[config.mk]
export PLATFORM = sky130hd
export DESIGN_NAME = bslfsr_gen
export DESIGN_NICKNAME = d
export VERILOG_FILES = /design/src/rtl/bslfsr_pkg.sv /design/src/rtl/bslfsr_core.sv /design/src/rtl/bslfsr_swap.sv /design/src/rtl/bslfsr_gen.sv
export SDC_FILE = /design/constraint.sdc
export NUM_CORES = 1
export LEC_CHECK = 0
export BUFFER_PORTS_ARGS = -buffer_cell sky130_fd_sc_hd__buf_4
export CAP_MARGIN = 20
export CORE_MARGIN = 2
export CORE_UTILIZATION = 42
export CTS_BUF_LIST = sky130_fd_sc_hd__clkbuf_4
export CTS_CLUSTER_SIZE = 8
export DETAILED_ROUTE_END_ITERATION = 7
export PLACE_DENSITY = 0.77
export SLEW_MARGIN = 40
export SYNTH_ARGS = -nofsm -noshare
export SYNTH_HDL_FRONTEND = slang
export SYNTH_SLANG_ARGS = --single-unit
[constraint.sdc]
create_clock -name clk -period 1.3 [get_ports clk]
set_clock_uncertainty 0.1 [all_clocks]
set_input_delay 0.065 -clock clk [delete_from_list [all_inputs] [get_ports clk]]
set_output_delay 0.065 -clock clk [all_outputs]
set_load 0.01 [all_outputs]
[src/rtl/bslfsr_pkg.sv]
package bslfsr_pkg;

   // Feedback placement of the shift register.
   typedef enum logic {
      FB_EXTERNAL = 1'b0,   // XOR tree outside the chain, result into bit 0
      FB_INTERNAL = 1'b1    // XOR gates between stages, MSB fans back
   } fb_style_e;

   localparam int unsigned DEF_WIDTH = 12;
   // External taps: positions (exponent - 1) of x^12+x^9+x^7+x^5+x^2+1.
   localparam logic [DEF_WIDTH-1:0] DEF_TAPS = 12'h952;
   localparam logic [DEF_WIDTH-1:0] DEF_SEED = 12'hACE;

endpackage

[src/rtl/bslfsr_core.sv]
module bslfsr_core
   import bslfsr_pkg::*;
#(
   parameter int unsigned     W          = DEF_WIDTH,
   parameter fb_style_e       FB_STYLE   = FB_EXTERNAL,
   parameter logic [W-1:0]    TAP_MASK   = DEF_TAPS,
   parameter logic [W-1:0]    RESET_SEED = DEF_SEED
) (
   input  logic         clk,
   input  logic         rst_n,
   input  logic         seed_load,
   input  logic [W-1:0] seed_in,
   input  logic         step_en,
   output logic [W-1:0] state_q
);

   // Internal-feedback mask: same polynomial, terms shifted up one place,
   // the x^W term dropped and the constant term placed at bit 0.
   localparam logic [W:0]   TAPS_SHIFTED = {TAP_MASK, 1'b0};
   localparam logic [W-1:0] GAL_MASK     = TAPS_SHIFTED[W-1:0] | {{(W-1){1'b0}}, 1'b1};

   logic [W-1:0] step_val;
   logic [W-1:0] load_val;
   logic [W-1:0] state_d;

   generate
      if (FB_STYLE == FB_EXTERNAL) begin : g_ext
         logic fb_bit;
         assign fb_bit   = ^(state_q & TAP_MASK);
         assign step_val = {state_q[W-2:0], fb_bit};
      end else begin : g_int
         assign step_val = {state_q[W-2:0], 1'b0} ^ ({W{state_q[W-1]}} & GAL_MASK);
      end
   endgenerate

   // A zero seed would freeze the register; fall back to the reset seed.
   assign load_val = (seed_in == '0) ? RESET_SEED : seed_in;

   always_comb begin
      state_d = state_q;
      if (seed_load)    state_d = load_val;
      else if (step_en) state_d = step_val;
   end

   always_ff @(posedge clk or negedge rst_n) begin
      if (!rst_n) state_q <= RESET_SEED;
      else        state_q <= state_d;
   end

endmodule

[src/rtl/bslfsr_swap.sv]
module bslfsr_swap #(
   parameter int unsigned W = 12
) (
   input  logic [W-1:0] raw_in,
   output logic [W-1:0] swp_out
);

   localparam int unsigned NPAIRS = W / 2;

   logic do_swap;
   assign do_swap = ~raw_in[0];

   // Pair 0 (bits 1 and 0) is never swapped; it carries the select bit.
   assign swp_out[1:0] = raw_in[1:0];

   generate
      for (genvar k = 1; k < NPAIRS; k++) begin : g_pair
         assign swp_out[2*k+1] = do_swap ? raw_in[2*k]   : raw_in[2*k+1];
         assign swp_out[2*k]   = do_swap ? raw_in[2*k+1] : raw_in[2*k];
      end
   endgenerate

endmodule

[src/rtl/bslfsr_gen.sv]
module bslfsr_gen
   import bslfsr_pkg::*;
#(
   parameter int unsigned     W          = DEF_WIDTH,
   parameter fb_style_e       FB_STYLE   = FB_EXTERNAL,
   parameter logic [W-1:0]    TAP_MASK   = DEF_TAPS,
   parameter logic [W-1:0]    RESET_SEED = DEF_SEED
) (
   input  logic         clk,
   input  logic         rst_n,
   input  logic         seed_load,
   input  logic [W-1:0] seed_in,
   input  logic         step_en,
   output logic [W-1:0] pattern_out,
   output logic [W-1:0] lfsr_out
);

   // Elaboration-time parameter checks.
   generate
      if (W < 4)              begin : g_bad_w    $error("bslfsr_gen: W must be at least 4");        end
      if ((W % 2) != 0)       begin : g_odd_w    $error("bslfsr_gen: W must be even");              end
      if (!TAP_MASK[W-1])     begin : g_bad_taps $error("bslfsr_gen: TAP_MASK MSB must be set");    end
      if (RESET_SEED == '0)   begin : g_bad_seed $error("bslfsr_gen: RESET_SEED must be nonzero");  end
   endgenerate

   logic [W-1:0] state_q;

   bslfsr_core #(
      .W          (W),
      .FB_STYLE   (FB_STYLE),
      .TAP_MASK   (TAP_MASK),
      .RESET_SEED (RESET_SEED)
   ) u_core (
      .clk       (clk),
      .rst_n     (rst_n),
      .seed_load (seed_load),
      .seed_in   (seed_in),
      .step_en   (step_en),
      .state_q   (state_q)
   );

   bslfsr_swap #(
      .W (W)
   ) u_swap (
      .raw_in  (state_q),
      .swp_out (pattern_out)
   );

   assign lfsr_out = state_q;

endmodule

# [Yosys cells after proc, flatten, opt, wreduce, memory -nomap -nowiden]
# Index checks and enable logic that the tools add are counted.
# W data, S select, Z words.
[word_totals] output_inout_bits=24 ff_bits=12 word_cells=17
[classes] muxes=13 reduce_logical=3
[ops] op="$mux W12" count=3
[ops] op="$logic_not A12 Y1" count=1
[ops] op="$reduce_xor A12 Y1" count=1
[ops] op="$mux W1" count=10
[ops] op="$reduce_bool A2 Y1" count=1

# [Longest topological paths before layout]
# Gate-level depths: netlist (run 1).
[logic_depth] depth_word=3 ltp_mapped=5 ltp_nobuf=3

# [Cells and area by module]
# From an unflattened synthesis (run 1), not the netlist that was laid out.
[hier_totals] cells_unflattened=81 area_unflattened_um2=848.3
[modules_own_cells] mod="bslfsr_core" n_inst=1 cells_each=68 seq_area_each_um2=309.0 area_per_inst_um2=671.9
[modules_own_cells] mod="bslfsr_swap" n_inst=1 cells_each=13 seq_area_each_um2=0.0 area_per_inst_um2=176.4

# [Worst setup path after synthesis (run 1)]
# Ideal clock, no wire load.
[synth_path] kind="register to register" startpoint="register u_core.state_q[1]" endpoint="register u_core.state_q[0]" arrival_time_ps=1304 slack_ps=-173 required_ps=1130 path_stages_with_launch=4 setup_time_ps=70 synth_period_minus_slack_ps=1473 path_buffers=0 cell_sequence="dfstp_2 > xor3_1 > nor4b_1 > nand3b_1"
[synth_via] elab_chain_cells=3
[synth_lines] item="start, declared" line_no="bslfsr_core.sv:14" rtl="output logic [W-1:0] state_q"
[synth_lines] item="start signal, assigned" line_no="bslfsr_core.sv:47" rtl="else state_q <= state_d;"
[synth_lines] item="$reduce_xor A12 Y1" line_no="bslfsr_core.sv:29" rtl="assign fb_bit = ^(state_q & TAP_MASK);"
[synth_lines] item="$mux W12" line_no="bslfsr_core.sv:42" rtl="else if (step_en) state_d = step_val;"
[synth_lines] item="$mux W12" line_no="bslfsr_core.sv:41" rtl="if (seed_load) state_d = load_val;"
# No other way between the ends. The select of a mux whose other input is x is not followed.
# A chain may end at the register's enable or synchronous reset.

# [Worst setup path in the final report (run 1)]
[layout_path] startpoint="register u_core.state_q[0]" endpoint="output pattern_out[3]"
[layout_via] elab_chain_cells=1
[layout_lines] item="$mux W1" line_no="bslfsr_swap.sv:18" rtl="assign swp_out[2*k+1] = do_swap ? raw_in[2*k] : raw_in[2*k+1];"
[layout_lines] item="end, declared" line_no="bslfsr_gen.sv:14" rtl="output logic [W-1:0] pattern_out,"
# No other way between the ends.

==> results.json, run 1 <==
{
  "outcome": "complete, but fails checks",
  "failed_checks": "setup timing",
  "cts_inserted_buffers": 3,
  "irDropWorstVdd_mv": 0.872,
  "critical_path.most_common_cell": "buf_6",
  "worst_margin_pin_slew_ps": 364,
  "synth-seq-area-share_pct": 38.1,
  "slowest_stage_cell_cp": "dfrtp_1",
  "yosysMostFrequentCell": "mux2_2",
  "yosys.area.top_type_share_pct": 22.7,
  "fin_total_pwr_w": 0.00143,
  "drt_drc_violations_left": 0,
  "finish.net_count": 152,
  "groute.layer.met1.usage_pct": 29.2,
  "timing.critical_path.arrival_ps": 1270,
  "worstPathCellList": "buf_6 > mux2_4 > buf_6",
  "insertedDiodeCount": 0,
  "number_of_maximum_capacitance_violations": 0,
  "drive_above_1_share_pct": 49.6,
  "register_with_the_most_flip_flops": "u_core.state_q",
  "timing_max_transition_violations_final": 0,
  "largest_reg_flops": 12,
  "ant_nets": 0,
  "grt_overflow_total": 0,
  "class_of_the_tightest_hold_or_removal_check": "input port to flop",
  "placeable_core_area_um2": 1760,
  "initial_standard_cell_utilization_of_the_core_pct": 46.0,
  "wl_per_cell_um": 15.0,
  "critPathBufInv": 2,
  "area_delta_synth_final_pct": 69.8,
  "cp_slowest_stage_delay_ps": 410,
  "gr-usage-met3_pct": 3.02,
  "timing.final.hold_violations": 0,
  "detailroute.via_count": 843,
  "dpl.hpwl_um": 1550,
  "dr.first_iter.drc_count": 13,
  "maxSlewHeadroom_pct": 75.5,
  "die_area_um2": 2300,
  "globalRoute.busiestLayer": "met2",
  "pwr_density_cell_nw_per_um2": 1040,
  "post_synth_edffs": 0,
  "worst_slack_ps": -130,
  "cts_root_cell": "clkbuf_4",
  "synthArstFlopShare_pct": 100,
  "minimum_period_implied_by_the_final_worst_setup_slack_ps": 1430,
  "initial_antenna_violation_count": 0,
  "ys_top_cells_by_area": "dfstp_2, dfrtp_1, mux2_2",
  "die-width_um": 48.0,
  "floorplan.io_pins": 40,
  "ys_warn_count": 0,
  "leakage_nw": 0.658,
  "critPathCaptureType": "output pin",
  "gp_congestion": 0.726,
  "path_class": "flop to output pin",
  "setup_repair_after_global_routing_missed_its_margin": "yes",
  "use_met2_pct": 42.9,
  "clk_latency_ps": 270,
  "floorplan.rows": 15,
  "pin_count_of_the_biggest_net_entering_global_routing": 27,
  "number_of_setup_violations_in_the_final_report": 11,
  "cell_count_after_synthesis": 81,
  "synthesis.nets": 97,
  "crit_required_ps": 1130,
  "first_global_vias": 823,
  "detail_route.vias_per_cell": 5.27,
  "fmax_mhz": 699,
  "critical_path_fanout_max": 7,
  "detailed_routing_iterations_pass_1": 4,
  "postSynthAreaPerCell_um2": 10.0,
  "synthesis.area_um2": 812,
  "tritoncts_num_sinks": 12,
  "biggestRegsByFlops": "u_core.state_q (12)",
  "global_route_wire_length_before_repair_um": 3790,
  "synth.distinct_cells": 23,
  "io_buffer_count": 39,
  "max-clock-path-buffers": 2,
  "synth-seq-cells": 12,
  "clkTransAtPathRegs_ps": 80,
  "grt_usage_pct": 24.4,
  "min_period_over_period_pct": 110,
  "drt-total-wl_um": 2410,
  "place_ws_ps": -131,
  "die_h_um": 48.0,
  "ys.flop_type": "dfstp_2",
  "critical_path.startpoint_type": "flop",
  "tritoncts": "yes",
  "ctsHtreeMaxLevel": 1,
  "critical-path-top-delay-family": "flip-flops",
  "yosysTopAreaCell": "dfstp_2"
}
-- area by class of cell --
class	instances	area, µm²
flip-flops and latches	12	309
clock inverters	1	3.75
repair buffers	58	513
inverters	7	26.3
multi-input cells	54	473
clock buffers	3	22.5
well taps	25	31.3
fillers	144	385
-- kinds of logic after synthesis --
logic type      synth area share [%]
buf+inv                         9.09
xor+xnor                        4.93
simple gates                    14.2
mux                             18.8
compound gates                  14.9
flops                           38.1
-- cells in the final DEF, fill, tap and decap left out, types with 3 or more instances in the layout --
cell type      count
buf_4             33
mux2_4            10
o21ai_0            3
inv_1              7
nor2b_1            7
a31oi_1            7
dlygate4sd3_1     13
clkbuf_4           3
nor4_1             3
a211oi_1           7
mux2i_1            4
dfstp_2            7
nand2_1            4
buf_6             12
dfrtp_1            5
-- worst paths after layout --
path,start,endpoint,slack (ps),cells after the start
min in group asynchronous,rst_n,u_core.state_q[8],60,2
worst min register to register,u_core.state_q[7],u_core.state_q[8],530,2
max in group asynchronous,rst_n,u_core.state_q[6],810,2
worst max-delay path,u_core.state_q[0],pattern_out[3],-130,3
worst min-delay path,seed_load,u_core.state_q[1],50,2
worst max register to register,u_core.state_q[6],u_core.state_q[0],-130,3
-- metal layers --
| metal | vias up | routed length [µm] |
|---|---|---|
| met2 | 37 | 1280 |
| met5 | - | 0 |
| li1 | 397 | - |
| met4 | 0 | 12 |
| met1 | 407 | 977 |
| met3 | 2 | 141 |
-- what timing repair did --
action                                 4_1_cts  5_1_grt
hold buffers                                13        0
resized for setup                           23        0
setup endpoints to repair                   11       11
endpoints found under the hold margin       24        0
setup buffers                                1        0
-- power breakdown --
group	total [W]	switching, W	leakage (nW)	internal [W]
registers	0.000483	0.0000509	0.134	0.000432
logic	0.000703	0.000270	0.508	0.000433
clock network	0.000241	0.000130	0.0154	0.000111
total	0.00143	0.000452	0.658	0.000976
-- metrics by stage --
stage	hold slack (ps)	setup TNS, ps	cell area, µm²	cells	utilization [%]
after detailed placement	-182	-131	1130	142	63.8
after global placement	-187	-34.5	1130	142	63.8
after floorplan	-331	-90.0	812	81	-
after global routing	62.6	-1790	1380	160	78.2
after CTS	42.2	-1460	1380	160	78.2
final	52.1	-1340	1380	160	78.2
(Power assumes the default switching activity.)
==> run 2: changes to the inputs <==
--- a/config.mk
+++ b/config.mk
@@ -9,11 +9,13 @@
 export CAP_MARGIN = 20
 export CORE_MARGIN = 2
-export CORE_UTILIZATION = 42
+export CORE_UTILIZATION = 43
 export CTS_BUF_LIST = sky130_fd_sc_hd__clkbuf_4
 export CTS_CLUSTER_SIZE = 8
 export DETAILED_ROUTE_END_ITERATION = 7
-export PLACE_DENSITY = 0.77
+export GPL_TIMING_DRIVEN = 0
+export PLACE_DENSITY = 0.78
 export SLEW_MARGIN = 40
 export SYNTH_ARGS = -nofsm -noshare
 export SYNTH_HDL_FRONTEND = slang
+export SYNTH_HIERARCHICAL = 1
 export SYNTH_SLANG_ARGS = --single-unit
==> constraint.sdc (replaced) <==
create_clock -name clk -period 1.3 [get_ports clk]
set_clock_uncertainty 0.1 [all_clocks]
set_input_delay 0.065 -clock clk [delete_from_list [all_inputs] [get_ports clk]]
set_output_delay 0.065 -clock clk [all_outputs]
set_load 0.02 [all_outputs]
==> run 2 against run 1 <==
Via count is 5.3% higher. Clock power hardly changed. The run still ends with setup timing left. Sequential power is 2% higher. Highest routed layer unchanged. Worst setup slack worse by 14 ps. Final cell count is 3.8% higher. Critical path type unchanged. Register-to-register slack better by 50 ps.
==> results.json, run 2 <==
{
  "critical_path_fanout_max": 10,
  "grt_usage_pct": 21.7,
  "min_period_over_period_pct": 111,
  "finish.net_count": 156,
  "number_of_maximum_capacitance_violations": 0,
  "area_delta_synth_final_pct": 64.6,
  "initial_antenna_violation_count": 0,
  "postSynthAreaPerCell_um2": 10.5,
  "minimum_period_implied_by_the_final_worst_setup_slack_ps": 1440,
  "synth-seq-cells": 12,
  "irDropWorstVdd_mv": 0.702,
  "ys.flop_type": "dfstp_2",
  "r2r-start": "u_core/state_q[8]",
  "drt_drc_violations_left": 0,
  "insertedDiodeCount": 0,
  "clkTransAtPathRegs_ps": 80,
  "global_route_wire_length_before_repair_um": 3960,
  "final.hold.worst_slack_ps": 50.3,
  "failed_checks": "setup timing",
  "yosys.area.top_type_share_pct": 21.7,
  "ff2ff_path_depth": 3,
  "timing.critical_path.arrival_ps": 1280,
  "maxSlewHeadroom_pct": 70.3,
  "final_design_utilization_pct": 73.4,
  "placed_cell_area_um2": 1170,
  "timing_max_transition_violations_final": 0,
  "synth-seq-area-share_pct": 36.4,
  "tritoncts": "yes",
  "critical_path.startpoint_type": "flop",
  "detailed_routing_iterations_pass_1": 4,
  "ctsHtreeMaxLevel": 1,
  "cts_inserted_buffers": 3,
  "floorplan.io_pins": 40,
  "die_area_um2": 2340,
  "register_with_the_most_flip_flops": "u_core/state_q",
  "tritoncts_num_sinks": 12,
  "worst_slack_ps": -144,
  "first_global_vias": 869,
  "outcome": "complete, but fails checks",
  "placeable_core_area_um2": 1900,
  "max-clock-path-buffers": 2,
  "wl_per_cell_um": 14.8,
  "grt_overflow_total": 0,
  "layout_commonest_cell": "buf_4",
  "io_buffer_count": 38,
  "yosysMostFrequentCell": "mux2_4",
  "ys_warn_count": 6,
  "met1Wirelength_um": 1040,
  "worst_margin_pin_slew_ps": 441,
  "met3WireLength_um": 148,
  "synthArstFlopShare_pct": 100,
  "synthesis.nets": 97,
  "path_class": "flop to output pin",
  "cell_count_after_synthesis": 81,
  "maxUsedRoutingLayer": "met4",
  "post_synth_edffs": 0,
  "number_of_setup_violations_in_the_final_report": 11,
  "dpl.hpwl_um": 1560,
  "layout.cells.most_common_list": "buf_4, dlygate4sd3_1, buf_6, mux2_4",
  "setup_repair_after_global_routing_missed_its_margin": "yes",
  "clk_latency_ps": 280,
  "drive_above_1_share_pct": 50.4,
  "leakage_nw": 0.660,
  "dr.first_iter.drc_count": 22,
  "die_h_um": 48.4,
  "wl_met2_um": 1190,
  "place_ws_ps": -61.7,
  "synth.distinct_cells": 24,
  "ant_nets": 0,
  "floorplan.rows": 16,
  "pin_count_of_the_biggest_net_entering_global_routing": 13,
  "ys_top_cells_by_area": "dfstp_2, mux2_4, dfrtp_1",
  "fmax_mhz": 692,
  "synthesis.area_um2": 848,
  "gp_congestion": 0.809,
  "die-width_um": 48.4,
  "detail_route.vias_per_cell": 5.35,
  "timing.final.hold_violations": 0,
  "finish.instance_area_um2": 1400,
  "largest_reg_flops": 12,
  "pwr_density_cell_nw_per_um2": 1090,
  "final_layout_setup_total_negative_slack_ps": -1500,
  "crit_path_start": "u_core/state_q[0]",
  "biggestRegsByFlops": "u_core/state_q (12)",
  "detailroute.via_count": 888,
  "critPathCaptureType": "output pin",
  "drt-total-wl_um": 2450,
  "initial_standard_cell_utilization_of_the_core_pct": 44.6,
  "yosysTopAreaCell": "dfstp_2",
  "class_of_the_tightest_hold_or_removal_check": "input port to asynchronous set/reset pin",
  "crit_required_ps": 1130,
  "fillers": 128,
  "cts_root_cell": "clkbuf_4"
}
==> run 2: cell types whose count changed in the layout (fill, tap and decap cells not counted), sizes merged <==
cell | previous run | this run
buf | 45 | 47
clkbuf | 3 | 5
==> run 2: layer usage <==
layer	global-route usage, %	vias to the layer above
met5	0	-
met4	10.5	0
met3	3.70	11
met2	36.1	43
met1	27.3	428
li1	-	406
==> run 2: cell type report <==
cell class              count  area (µm²)  area share, %
repair buffers             54         475           34.1
clock buffers               3        22.5           1.61
inverters                   7        26.3           1.88
multi-input cells          54         465           33.3
flip-flops and latches     12         312           22.3
well taps                  27        33.8           2.42
clock inverters             1        3.75          0.269
plain buffers               8        57.6           4.12
==> run 2: what timing repair did <==
| action | 4_1_cts | 5_1_grt |
|---|---|---|
| gates resized for setup | 11 | 1 |
| hold buffers | 13 | 0 |
| endpoints found under the hold margin | 24 | 0 |
| gates cloned | 0 | 0 |
| buffers inserted | 3 | 0 |
| setup endpoints to repair | 11 | 12 |
==> run 2: path summary, 6_finish.rpt <==
check	slack (ps)	to
setup / recovery	-140	pattern_out[11]
hold / removal	50	u_core/state_q[4]
setup reg to reg	-80	u_core/state_q[0]
hold reg to reg	530	u_core/state_q[8]
max in group asynchronous	800	u_core/state_q[1]
min in group clk	50	u_core/state_q[6]
==> run 2: per-stage QoR <==
step           cells  total power [W]
2_1_floorplan     81         0.000915
3_3_place_gp     146          0.00116
3_5_place_dp     146          0.00117
4_1_cts          166          0.00152
5_1_grt          166          0.00159
6_report         166          0.00152
==> run 2: logic make-up after synthesis <==
group	count (synthesis)	share of synthesized area [%]
compound gates	19	14.3
buf+inv	15	9.44
mux	14	22.4
flops	12	36.4
simple gates	19	13.6
xor+xnor	2	3.83
==> run 2: worst max-delay path, stage by stage (launching register included) <==
cell and delay (ps):
dfrtp_1 380, buf_8 180, mux2_4 310, buf_6 130
==> run 2: report_power, final <==
part / switching, W / internal, W / leakage, nW
registers: 0.0000579 / 0.000434 / 0.132
clock network: 0.000131 / 0.000111 / 0.0154
logic: 0.000348 / 0.000439 / 0.513
total: 0.000537 / 0.000984 / 0.660
==> run 3: changes to the inputs <==
PLACE_DENSITY = 0.8   (was 0.78)
==> run 3 against run 2 <==
The run still ends with setup timing left. Clock-buffer cell count rose by 1. Final area is 0.54% higher. Critical path depth unchanged. Combinational power grew 1%.
==> results.json, run 3 (synthesis gave the netlist of run 2 again) <==
{
  "outcome": "complete, but fails checks",
  "failed_checks": "setup timing",
  "dpl.hpwl_um": 1560,
  "cts_inserted_buffers": 3,
  "clk_latency_ps": 280,
  "die_h_um": 48.4,
  "pin_count_of_the_biggest_net_entering_global_routing": 13,
  "crit-reg2reg-capture": "u_core/state_q[0]",
  "grt_overflow_total": 0,
  "cp-endpoint": "pattern_out[6]",
  "final_layout_setup_total_negative_slack_ps": -1490,
  "biggestRegsByFlops": "u_core/state_q (12)",
  "area_delta_synth_final_pct": 65.5,
  "detailroute.via_count": 889,
  "min_period_over_period_pct": 111,
  "minimum_period_implied_by_the_final_worst_setup_slack_ps": 1440,
  "seqPwrFrac_pct": 31.8,
  "floorplan.rows": 16,
  "largest_reg_flops": 12,
  "number_of_setup_violations_in_the_final_report": 11,
  "register_with_the_most_flip_flops": "u_core/state_q",
  "placed_cells": 146,
  "global_route_wire_length_before_repair_um": 4040,
  "drt_drc_violations_left": 0,
  "setup_repair_after_global_routing_missed_its_margin": "yes",
  "final_cells": 166,
  "maxSlewHeadroom_pct": 70.5,
  "tritoncts_num_sinks": 12,
  "fin_total_pwr_w": 0.00155,
  "pwr-share-comb_pct": 51.4,
  "critical_path.startpoint_type": "flop",
  "grt_usage_pct": 22.5,
  "leakage_nw": 0.665,
  "timing.final.hold_violations": 0,
  "insertedDiodeCount": 0,
  "initial_standard_cell_utilization_of_the_core_pct": 44.6,
  "layout_commonest_cell": "buf_4",
  "critical_path_fanout_max": 10,
  "pwr_density_cell_nw_per_um2": 1100,
  "layout.cells.most_common_list": "buf_4, dlygate4sd3_1, buf_6, mux2_4",
  "number_of_maximum_capacitance_violations": 0,
  "max-clock-path-buffers": 2,
  "final_design_utilization_pct": 73.8,
  "r2r-start": "u_core/state_q[4]",
  "worst_slack_ps": -144,
  "crit_path_start": "u_core/state_q[0]",
  "detail_route.vias_per_cell": 5.36,
  "fmax_mhz": 693,
  "die_area_um2": 2340,
  "place_ws_ps": -113,
  "path_class": "flop to output pin",
  "r2r_setup_slack_ps": -100,
  "class_of_the_tightest_hold_or_removal_check": "input port to asynchronous set/reset pin",
  "timing_max_transition_violations_final": 0,
  "cts_root_cell": "clkbuf_4",
  "detailed_routing_iterations_pass_1": 4,
  "intPower_w": 0.00102,
  "dr.first_iter.drc_count": 27,
  "floorplan.io_pins": 40,
  "timing.critical_path.arrival_ps": 1280,
  "io_buffer_count": 38,
  "gp_congestion": 0.830,
  "first_global_vias": 850,
  "finish.net_count": 156,
  "initial_antenna_violation_count": 0,
  "wl_per_cell_um": 15.6,
  "ant_nets": 0,
  "critPathCaptureType": "output pin",
  "worst_margin_pin_slew_ps": 438,
  "ff2ff_path_depth": 3,
  "fillers": 128,
  "clkTransAtPathRegs_ps": 70,
  "drive_above_1_share_pct": 51.1,
  "clkPwrFrac_pct": 16.8,
  "ctsHtreeMaxLevel": 1,
  "die-width_um": 48.4,
  "placeable_core_area_um2": 1900,
  "crit_required_ps": 1130,
  "net-switching-power_w": 0.000534,
  "netSwitchingFraction_pct": 34.4,
  "drt-total-wl_um": 2590,
  "tritoncts": "yes",
  "irDropWorstVdd_mv": 0.653
}
run 3: cell types whose count changed in the layout (fill, tap and decap cells not counted):
cell | previous run | this run
buf_4 | 35 | 34
clkbuf_4 | 3 | 4
buf_6 | 10 | 11
clkinv_1 | 1 | 0
run 3: what timing repair did:
action                                  in CTS  in global routing
endpoints found under the setup margin      11                 12
hold buffers                                13                  0
resized for setup                           12                  1
endpoints found under the hold margin       24                  0
buffers inserted                             2                  1
run 3: through the flow:
stage / hold WS, ps / instance area [µm²]
after CTS: 53.5 / 1390
after detailed placement: -192 / 1170
after floorplan: -331 / 851
final: 53.8 / 1400
after global routing: 66.8 / 1400
after global placement: -192 / 1170
run 3: worst max-delay path, cell delays in order (launching register included):
cell and delay (ps):
dfrtp_1 400, buf_8 160, mux2_4 310, buf_6 130
run 3: power by group through the flow:
stage	combinational (W)	clock, W	sequential [W]
floorplan	0.000375	0	0.000541
global placement	0.000661	0	0.000498
detailed placement	0.000670	0	0.000503
CTS	0.000777	0.000262	0.000492
global route	0.000833	0.000285	0.000503
finish	0.000796	0.000260	0.000493
run 3: layout make-up:
cell class / instances / area [µm²] / share of cell area, %
plain buffers: 8 / 57.6 / 4.10
clock buffers: 4 / 30.0 / 2.14
inverters: 7 / 26.3 / 1.87
multi-input cells: 54 / 465 / 33.2
flip-flops and latches: 12 / 312 / 22.2
well taps: 27 / 33.8 / 2.41
repair buffers: 54 / 479 / 34.1
run 3: worst min path at each step:
stage	slack, ps	to	start	cells past startpoint
detailed placement	-190	u_core/state_q[4]	rst_n	1
floorplan	-330	u_core/state_q[0]	rst_n	0
global route	70	u_core/state_q[8]	rst_n	2
finish	50	u_core/state_q[8]	rst_n	2
global placement	-190	u_core/state_q[4]	rst_n	1
CTS	50	u_core/state_q[7]	seed_load	3
run 3: routing by layer:
metal	track usage, %	routed length [µm]
met1	23.0	1020
met2	44.7	1390
met3	5.25	148
met4	7.14	38
met5	0	0
